`config.mk`:
```
export PLATFORM = sky130hd
export DESIGN_NAME = eta_lookup_array
export DESIGN_NICKNAME = d
export VERILOG_FILES = /design/src/rtl/eta_pkg.sv /design/src/rtl/eta_xlt_shadow.sv /design/src/rtl/eta_tag_shadow.sv /design/src/rtl/eta_lookup_array.sv
export SDC_FILE = /design/constraint.sdc
export NUM_CORES = 2
export LEC_CHECK = 0
export BUFFER_PORTS_ARGS = -buffer_cell sky130_fd_sc_hd__clkbuf_2
export CELL_PAD_IN_SITES_DETAIL_PLACEMENT = 1
export CELL_PAD_IN_SITES_GLOBAL_PLACEMENT = 2
export CORE_MARGIN = 3
export CORE_UTILIZATION = 35
export CTS_BUF_LIST = sky130_fd_sc_hd__clkbuf_4
export DETAILED_ROUTE_END_ITERATION = 7
export MAX_ROUTING_LAYER = met4
export PLACE_DENSITY = 0.72
export REMOVE_ABC_BUFFERS = 1
export SLEW_MARGIN = 10
export SYNTH_ARGS = -nofsm -noshare
export SYNTH_HDL_FRONTEND = slang
export SYNTH_SLANG_ARGS = --single-unit
```
`constraint.sdc`:
```
create_clock -name clk -period 1.6 [get_ports clk]
set_input_delay 0.16 -clock clk [delete_from_list [all_inputs] [get_ports clk]]
set_output_delay 0.16 -clock clk [all_outputs]
set_load 0.02 [all_outputs]
```
`src/rtl/eta_pkg.sv`:
```
package eta_pkg;
  typedef enum logic [1:0] {
    MISS_NONE = 2'b00,
    MISS_TAG  = 2'b01,
    MISS_XLT  = 2'b10
  } miss_kind_e;
endpackage

```
`src/rtl/eta_xlt_shadow.sv`:
```
module eta_xlt_shadow #(
  parameter int NUM_RD  = 2,
  parameter int NUM_WR  = 2,
  parameter int ENTRIES = 4,
  parameter int SLOT_W  = 2,
  parameter int VPN_W   = 20,
  parameter int PPN_W   = 20
) (
  input  logic                             clk,
  input  logic                             rst_n,
  input  logic [NUM_RD-1:0][VPN_W-1:0]     rd_vpn,
  output logic [NUM_RD-1:0]                rd_hit,
  output logic [NUM_RD-1:0][PPN_W-1:0]     rd_ppn,
  input  logic [NUM_WR-1:0]                wr_en,
  input  logic [NUM_WR-1:0][SLOT_W-1:0]    wr_slot,
  input  logic [NUM_WR-1:0][VPN_W-1:0]     wr_vpn,
  input  logic [NUM_WR-1:0][PPN_W-1:0]     wr_ppn,
  input  logic [NUM_WR-1:0]                wr_valid
);
  logic [ENTRIES-1:0]             v_q, v_d, ent_we, blk;
  logic [VPN_W-1:0]               vpn_q [ENTRIES];
  logic [VPN_W-1:0]               vpn_d [ENTRIES];
  logic [PPN_W-1:0]               ppn_q [ENTRIES];
  logic [PPN_W-1:0]               ppn_d [ENTRIES];

  // next state: later write ports override earlier ones
  always_comb begin
    v_d    = v_q;
    ent_we = '0;
    blk    = '0;
    for (int e = 0; e < ENTRIES; e++) begin
      vpn_d[e] = vpn_q[e];
      ppn_d[e] = ppn_q[e];
      for (int j = 0; j < NUM_WR; j++) begin
        if (wr_en[j] && (wr_slot[j] == SLOT_W'(e))) begin
          blk[e]    = 1'b1;
          ent_we[e] = 1'b1;
          v_d[e]    = wr_valid[j];
          vpn_d[e]  = wr_vpn[j];
          ppn_d[e]  = wr_ppn[j];
        end
      end
    end
  end

  always_ff @(posedge clk or negedge rst_n) begin
    if (!rst_n) v_q <= '0;
    else        v_q <= v_d;
  end

  always_ff @(posedge clk) begin
    for (int e = 0; e < ENTRIES; e++) begin
      if (ent_we[e]) begin
        vpn_q[e] <= vpn_d[e];
        ppn_q[e] <= ppn_d[e];
      end
    end
  end

  // search: lowest unblocked valid match wins
  generate
    for (genvar r = 0; r < NUM_RD; r++) begin : g_rd
      always_comb begin
        rd_hit[r] = 1'b0;
        rd_ppn[r] = '0;
        for (int e = ENTRIES - 1; e >= 0; e--) begin
          if (v_q[e] && !blk[e] && (vpn_q[e] == rd_vpn[r])) begin
            rd_hit[r] = 1'b1;
            rd_ppn[r] = ppn_q[e];
          end
        end
      end
    end
  endgenerate

  AST_XLT_WRITE_LANDS: assert property (@(posedge clk) disable iff (!rst_n)
    wr_en[NUM_WR-1] |=> (v_q[$past(wr_slot[NUM_WR-1])] == $past(wr_valid[NUM_WR-1])));
endmodule

```
`src/rtl/eta_tag_shadow.sv`:
```
module eta_tag_shadow #(
  parameter int NUM_RD = 2,
  parameter int NUM_WR = 2,
  parameter int SETS   = 16,
  parameter int WAYS   = 2,
  parameter int SET_W  = 4,
  parameter int WAY_W  = 1,
  parameter int TAG_W  = 24
) (
  input  logic                            clk,
  input  logic                            rst_n,
  input  logic [NUM_RD-1:0][SET_W-1:0]    rd_set,
  input  logic [NUM_RD-1:0][TAG_W-1:0]    rd_tag,
  output logic [NUM_RD-1:0]               rd_hit,
  output logic [NUM_RD-1:0][WAY_W-1:0]    rd_way,
  input  logic [NUM_WR-1:0]               wr_en,
  input  logic [NUM_WR-1:0][SET_W-1:0]    wr_set,
  input  logic [NUM_WR-1:0][WAY_W-1:0]    wr_way,
  input  logic [NUM_WR-1:0][TAG_W-1:0]    wr_tag,
  input  logic [NUM_WR-1:0]               wr_valid
);
  localparam int ENT = SETS * WAYS;

  logic [ENT-1:0]    v_q, v_d, ent_we, blk;
  logic [TAG_W-1:0]  tag_q [ENT];
  logic [TAG_W-1:0]  tag_d [ENT];
  int                top_idx;

  always_comb begin
    v_d    = v_q;
    ent_we = '0;
    blk    = '0;
    for (int e = 0; e < ENT; e++) begin
      tag_d[e] = tag_q[e];
      for (int j = 0; j < NUM_WR; j++) begin
        if (wr_en[j] && (wr_set[j] == SET_W'(e / WAYS)) && (wr_way[j] == WAY_W'(e % WAYS))) begin
          blk[e]    = 1'b1;
          ent_we[e] = 1'b1;
          v_d[e]    = wr_valid[j];
          tag_d[e]  = wr_tag[j];
        end
      end
    end
  end

  always_ff @(posedge clk or negedge rst_n) begin
    if (!rst_n) v_q <= '0;
    else        v_q <= v_d;
  end

  always_ff @(posedge clk) begin
    for (int e = 0; e < ENT; e++) begin
      if (ent_we[e]) tag_q[e] <= tag_d[e];
    end
  end

  generate
    for (genvar r = 0; r < NUM_RD; r++) begin : g_rd
      always_comb begin
        rd_hit[r] = 1'b0;
        rd_way[r] = '0;
        for (int w = WAYS - 1; w >= 0; w--) begin
          if (v_q[int'(rd_set[r]) * WAYS + w] && !blk[int'(rd_set[r]) * WAYS + w] &&
              (tag_q[int'(rd_set[r]) * WAYS + w] == rd_tag[r])) begin
            rd_hit[r] = 1'b1;
            rd_way[r] = WAY_W'(w);
          end
        end
      end
    end
  endgenerate

  assign top_idx = int'(wr_set[NUM_WR-1]) * WAYS + int'(wr_way[NUM_WR-1]);

  AST_TAG_WRITE_LANDS: assert property (@(posedge clk) disable iff (!rst_n)
    wr_en[NUM_WR-1] |=> (v_q[$past(top_idx)] == $past(wr_valid[NUM_WR-1])));
endmodule

```
`src/rtl/eta_lookup_array.sv`:
```
module eta_lookup_array
  import eta_pkg::*;
#(
  parameter int NUM_LK  = 2,
  parameter int NUM_UP  = 2,
  parameter int VA_W    = 32,
  parameter int PA_W    = 32,
  parameter int PAGE_W  = 12,
  parameter int LINE_W  = 4,
  parameter int SETS    = 16,
  parameter int WAYS    = 2,
  parameter int XLT_ENT = 4,
  parameter int ID_W    = 4,
  localparam int SET_W  = $clog2(SETS),
  localparam int WAY_W  = (WAYS > 1) ? $clog2(WAYS) : 1,
  localparam int SLOT_W = (XLT_ENT > 1) ? $clog2(XLT_ENT) : 1,
  localparam int VPN_W  = VA_W - PAGE_W,
  localparam int PPN_W  = PA_W - PAGE_W,
  localparam int TAG_W  = PA_W - LINE_W - SET_W
) (
  input  logic                            clk,
  input  logic                            rst_n,
  input  logic [NUM_LK-1:0]               lk_valid,
  input  logic [NUM_LK-1:0][ID_W-1:0]     lk_id,
  input  logic [NUM_LK-1:0][VA_W-1:0]     lk_vaddr,
  input  logic [NUM_UP-1:0]               tu_en,
  input  logic [NUM_UP-1:0][SET_W-1:0]    tu_set,
  input  logic [NUM_UP-1:0][WAY_W-1:0]    tu_way,
  input  logic [NUM_UP-1:0][TAG_W-1:0]    tu_tag,
  input  logic [NUM_UP-1:0]               tu_valid,
  input  logic [NUM_UP-1:0]               xu_en,
  input  logic [NUM_UP-1:0][SLOT_W-1:0]   xu_slot,
  input  logic [NUM_UP-1:0][VPN_W-1:0]    xu_vpn,
  input  logic [NUM_UP-1:0][PPN_W-1:0]    xu_ppn,
  input  logic [NUM_UP-1:0]               xu_valid,
  output logic [NUM_LK-1:0]               rs_valid,
  output logic [NUM_LK-1:0][ID_W-1:0]     rs_id,
  output logic [NUM_LK-1:0]               rs_hit,
  output logic [NUM_LK-1:0][WAY_W-1:0]    rs_way,
  output logic [NUM_LK-1:0][PA_W-1:0]     rs_paddr,
  output logic [NUM_LK-1:0][1:0]          rs_miss
);
  // reset: asserted asynchronously, released on a clock edge
  logic rst_meta_n, rst_sync_n;
  always_ff @(posedge clk or negedge rst_n) begin
    if (!rst_n) begin
      rst_meta_n <= 1'b0;
      rst_sync_n <= 1'b0;
    end else begin
      rst_meta_n <= 1'b1;
      rst_sync_n <= rst_meta_n;
    end
  end

  logic [NUM_LK-1:0][VPN_W-1:0] lk_vpn;
  logic [NUM_LK-1:0][SET_W-1:0] lk_set;
  logic [NUM_LK-1:0]            xlt_hit, tag_hit;
  logic [NUM_LK-1:0][PPN_W-1:0] xlt_ppn;
  logic [NUM_LK-1:0][PA_W-1:0]  pa_c;
  logic [NUM_LK-1:0][TAG_W-1:0] ptag_c;
  logic [NUM_LK-1:0][WAY_W-1:0] tag_way;

  logic [NUM_LK-1:0]            hit_d;
  logic [NUM_LK-1:0][WAY_W-1:0] way_d;
  logic [NUM_LK-1:0][PA_W-1:0]  pa_d;
  miss_kind_e                   miss_d [NUM_LK];

  generate
    for (genvar i = 0; i < NUM_LK; i++) begin : g_split
      always_comb begin
        lk_vpn[i] = lk_vaddr[i][VA_W-1:PAGE_W];
        lk_set[i] = lk_vaddr[i][LINE_W +: SET_W];
        pa_c[i]   = {xlt_ppn[i], lk_vaddr[i][PAGE_W-1:0]};
        ptag_c[i] = pa_c[i][PA_W-1 -: TAG_W];
      end
    end
  endgenerate

  eta_xlt_shadow #(
    .NUM_RD(NUM_LK), .NUM_WR(NUM_UP), .ENTRIES(XLT_ENT),
    .SLOT_W(SLOT_W), .VPN_W(VPN_W), .PPN_W(PPN_W)
  ) u_xlt (
    .clk(clk), .rst_n(rst_sync_n),
    .rd_vpn(lk_vpn), .rd_hit(xlt_hit), .rd_ppn(xlt_ppn),
    .wr_en(xu_en), .wr_slot(xu_slot), .wr_vpn(xu_vpn),
    .wr_ppn(xu_ppn), .wr_valid(xu_valid)
  );

  eta_tag_shadow #(
    .NUM_RD(NUM_LK), .NUM_WR(NUM_UP), .SETS(SETS), .WAYS(WAYS),
    .SET_W(SET_W), .WAY_W(WAY_W), .TAG_W(TAG_W)
  ) u_tag (
    .clk(clk), .rst_n(rst_sync_n),
    .rd_set(lk_set), .rd_tag(ptag_c), .rd_hit(tag_hit), .rd_way(tag_way),
    .wr_en(tu_en), .wr_set(tu_set), .wr_way(tu_way),
    .wr_tag(tu_tag), .wr_valid(tu_valid)
  );

  // result classification
  generate
    for (genvar i = 0; i < NUM_LK; i++) begin : g_cls
      always_comb begin
        hit_d[i]  = 1'b0;
        way_d[i]  = '0;
        pa_d[i]   = '0;
        miss_d[i] = MISS_XLT;
        if (xlt_hit[i]) begin
          pa_d[i] = pa_c[i];
          if (tag_hit[i]) begin
            hit_d[i]  = 1'b1;
            way_d[i]  = tag_way[i];
            miss_d[i] = MISS_NONE;
          end else begin
            miss_d[i] = MISS_TAG;
          end
        end
      end

      always_ff @(posedge clk or negedge rst_sync_n) begin
        if (!rst_sync_n) rs_valid[i] <= 1'b0;
        else             rs_valid[i] <= lk_valid[i];
      end

      always_ff @(posedge clk) begin
        if (lk_valid[i]) begin
          rs_id[i]    <= lk_id[i];
          rs_hit[i]   <= hit_d[i];
          rs_way[i]   <= way_d[i];
          rs_paddr[i] <= pa_d[i];
          rs_miss[i]  <= miss_d[i];
        end
      end

      AST_RSP_FOLLOWS_REQ: assert property (@(posedge clk) disable iff (!rst_sync_n)
        lk_valid[i] |=> (rs_valid[i] && (rs_id[i] == $past(lk_id[i]))));
      AST_IDLE_NO_RSP: assert property (@(posedge clk) disable iff (!rst_sync_n)
        !lk_valid[i] |=> !rs_valid[i]);
      AST_HIT_CLEAN: assert property (@(posedge clk) disable iff (!rst_sync_n)
        (rs_valid[i] && rs_hit[i]) |-> (rs_miss[i] == MISS_NONE));
      AST_XLT_MISS_NO_PA: assert property (@(posedge clk) disable iff (!rst_sync_n)
        (rs_valid[i] && (rs_miss[i] == MISS_XLT)) |-> (!rs_hit[i] && (rs_paddr[i] == '0)));

      for (genvar j = 0; j < NUM_UP; j++) begin : g_blk
        AST_TAG_CONFLICT_BLOCKS: assert property (@(posedge clk) disable iff (!rst_sync_n)
          (lk_valid[i] && tu_en[j] && (tu_set[j] == lk_set[i]))
          |=> !(rs_hit[i] && (rs_way[i] == $past(tu_way[j]))));
      end
    end
  endgenerate

  always @(posedge clk) begin
    AST_RESET_QUIET: assert (rst_sync_n || (rs_valid == '0));
  end
endmodule

```
==> metrics <==
status finished with violations; failing checks negative hold slack, negative setup slack; via count of the routed design 58600; Yosys top cell area share ~46%; Critical Path Max Stage Delay 0.48 ns; first-pass detailed-route iteration total 7; pre-CTS setup slack -2.86 ns; net load switching power 22.6 mW; most frequent CP cell buf_4; Sink Count 1048; Hold Path Class input port to register; Async S/R FF share, synth 3.82%; largest net degree at the start of global routing between 40 and 50; number of global-route vias before repair roughly 60000; total routing usage reported by global routing 35.2%; CP max-delay cell or4_4; number of I/O pins 308; startpoint class of the critical path register; vias per inst 6.02; total die area between 150000 and 200000 um^2; initial antenna violation count 14; Fin Hold WS -0.254 ns; DRT iter0 DRCs 6722; Rel. slew slack between 10% and 20%; count of state elements after synthesis 1048; deepest clock path buffer count 4; max_cap viols 0; fin util approximately 50%; Worst-path clk slew 0.07 ns; clock skew 0.178 ns; Setup CP Type register to register; DPL Wire Length 234000 um; RSZ-0062 raised after global routing true; Avg Inst Size Synth 12.7 um^2; Max Fclk 255 MHz; EDFF count, synth 1008; post-synthesis cell type count 106; worst skew pair latency 1.43 ns; critical path, cell by cell xor2_2 -> nor4_4 -> buf_4 -> nand3_4 -> o211a_4 -> a221oi_1 -> buf_4 -> nor3_1 -> a21oi_1 -> nand4_1 -> or4_1 -> or4_4 -> and3b_1; Synth Flop Type edfxtp_1; FILL cells 19000; switching part of the total 30.2%; global-route wire length before repair about 460000 um; Syn Std Cell Area between 60000 and 70000 um^2; Tcrit/Tclk final 246%; GP Congestion ~1.0; CTS tree done; die width 437 um; Overall Power 74.8 mW; critical path arrival ~5.0 ns; drt total wl 339000 um; register-to-register setup slack -2.33 ns; Cell Rows approximately 160; Power Dens Cells between 800 and 900 nW/um^2; port bufs 307; CP Capture Type register; global route overflow 0; Setup-failing EPs final 281; Num CTS Buffers around 320; Clk network pwr share 35.5%; cells after synthesis between 5000 and 6000; Yosys top cell by area edfxtp_1; max-slew violations 0; Initial Util roughly 35%; YS warnings 0; Area growth, synth to finish 40.4%; Peak VDD IR around 0.65 mV; Leak roughly 35 nW; final-report hold violation count 293; CTS root buffer clkbuf_4; synth top area cells edfxtp_1, mux2_2, mux4_2, nand2_1, xor2_1; Residual DRC 0; synth cell count leaders edfxtp_1, mux2_2, nand2_1; Comb pwr share a little over a fifth; Die Ht 437 um; internal cell power 52.2 mW; NumNets Final ~7300; share of layout cells above drive strength 1 50.3%; worst-margin pin slew roughly 1.2 ns; setup slack after layout -2.33 ns; sequential group share of total power roughly 43%; Post-DRT Antenna Nets 0; fin crit period between 3 and 4 ns; Worst EP required 2.67 ns; H-Tree Depth 5; CP Max Fanout 4; core area 184000 um^2; Seq/Total Area, Yosys 48.0%; most frequent cell after synthesis edfxtp_1; wire length per cell 34.9 um
[final timing paths]
check,startpoint,cells past startpoint,end
setup / recovery,u_xlt.vpn_q[2][3],13,rs_miss[0]
hold / removal,tu_way[0],4,u_tag.tag_q[7][20]
setup reg to reg,u_xlt.vpn_q[2][3],13,rs_miss[0]
hold reg to reg,rst_sync_n,1,u_tag.v_q[31]
max in group asynchronous,rst_sync_n,1,u_xlt.v_q[3]
min in group asynchronous,rst_n,4,rst_meta_n
[power by group through the flow]
stage	combinational, mW	sequential [mW]	clock, mW
2_1_floorplan	5.44	32.6	0
3_3_place_gp	13.8	32.7	0
3_5_place_dp	13.9	32.8	0
4_1_cts	15.2	32.2	26.9
5_1_grt	16.5	32.3	28.5
6_report	15.9	32.3	26.5
[kinds of logic (layout without fill, tap and decap cells)]
group           Yosys count  after routing  synth area share [%]
mux                    1274           1274                  28.2
buf+inv                 544           2680                  3.73
flops                  1048           1048                  48.0
compound gates          609            609                  6.78
xor+xnor                215            215                  2.89
other cells               1             21               0.00576
simple gates           1419           1419                  10.4
[placed cells by master (no fill, tap or decap), types with 23 or more instances in the layout]
| cell type | instances |
|---|---|
| a21oi_1 | 74 |
| a221oi_1 | 28 |
| a22o_1 | 25 |
| a22oi_1 | 36 |
| a31oi_1 | 28 |
| buf_12 | 146 |
| buf_4 | 1082 |
| buf_6 | 172 |
| clkbuf_2 | 217 |
| clkbuf_4 | 457 |
| clkinv_1 | 66 |
| dfrtp_1 | 39 |
| dlygate4sd3_1 | 453 |
| edfxtp_1 | 1008 |
| mux2_2 | 799 |
| mux2i_1 | 108 |
| mux4_2 | 367 |
| nand2_1 | 749 |
| nand2_2 | 26 |
| nand2b_1 | 23 |
| nand3_1 | 93 |
| nand4_1 | 56 |
| nor2_1 | 122 |
| nor2b_1 | 38 |
| nor3_1 | 48 |
| o211ai_1 | 23 |
| o21ai_0 | 71 |
| o21ai_4 | 26 |
| o22ai_1 | 33 |
| xnor2_1 | 64 |
| xor2_1 | 116 |
[critical path, delay by kind of cell (launching register included)]
| family | cells | cell delay, ns |
|---|---|---|
| AOI/OAI and AO/OA | 3 | 0.75 |
| and+or+nand+nor | 7 | 1.84 |
| xor gates and xnor gates | 1 | 0.21 |
| DFF | 1 | 0.46 |
| buffers and inverters | 2 | 0.38 |
[state kept, by name, indices dropped and copies added, names as in the netlist]
| name | flops |
|---|---|
| u_tag.tag_q | 768 |
| u_xlt.ppn_q | 80 |
| u_xlt.vpn_q | 80 |
| rs_paddr | 64 |
| u_tag.v_q | 32 |
| rs_id | 8 |
| rs_miss | 4 |
| u_xlt.v_q | 4 |
| rs_hit | 2 |
| rs_valid | 2 |
| rs_way | 2 |
| rst_meta_n | 1 |
| rst_sync_n | 1 |
[area by class of cell]
cell class	instances	area (um^2)	share of cell area (%)
Clock buffer	457	3430	3.75
Tap cell	2464	3080	3.37
Multi-Input combinational cell	3518	33800	37.0
Clock inverter	75	373	0.408
Timing Repair Buffer	2118	19300	21.1
Antenna cell	20	50.0	0.0547
Inverter	30	113	0.123
Sequential cell	1048	31300	34.2
[through the flow]
step	hold WS, ns	std cells	TNS, ns	area [um^2]
after floorplan	-0.136	4596	-1442.24	62800
after global placement	-0.0544	8612	-875.02	78900
after detailed placement	-0.0517	8612	-920.71	78900
after CTS	-0.283	9659	-153.59	89500
after global routing	-0.339	9727	-154.87	91400
final	-0.254	9730	-145.73	91400
[repair_timing]
item	4_1_cts	5_1_grt
buffers inserted	70	57
resized for setup	362	418
endpoints found under the setup margin	154	427
pin swaps	89	91
hold endpoints to repair	1953	584
hold buffers	459	16
cloned	1	7
[layer usage]
| layer | wire length [um] | share of wire, % | global-route usage, % |
|---|---|---|---|
| met5 | 0 | 0 | - |
| met2 | 159000 | 47 | 55.3 |
| met4 | 20400 | 6.0 | 17.8 |
| met3 | 30400 | 8.9 | 7.31 |
| met1 | 130000 | 38 | 43.0 |
No activity file was read; power rests on OpenSTA's default activity.
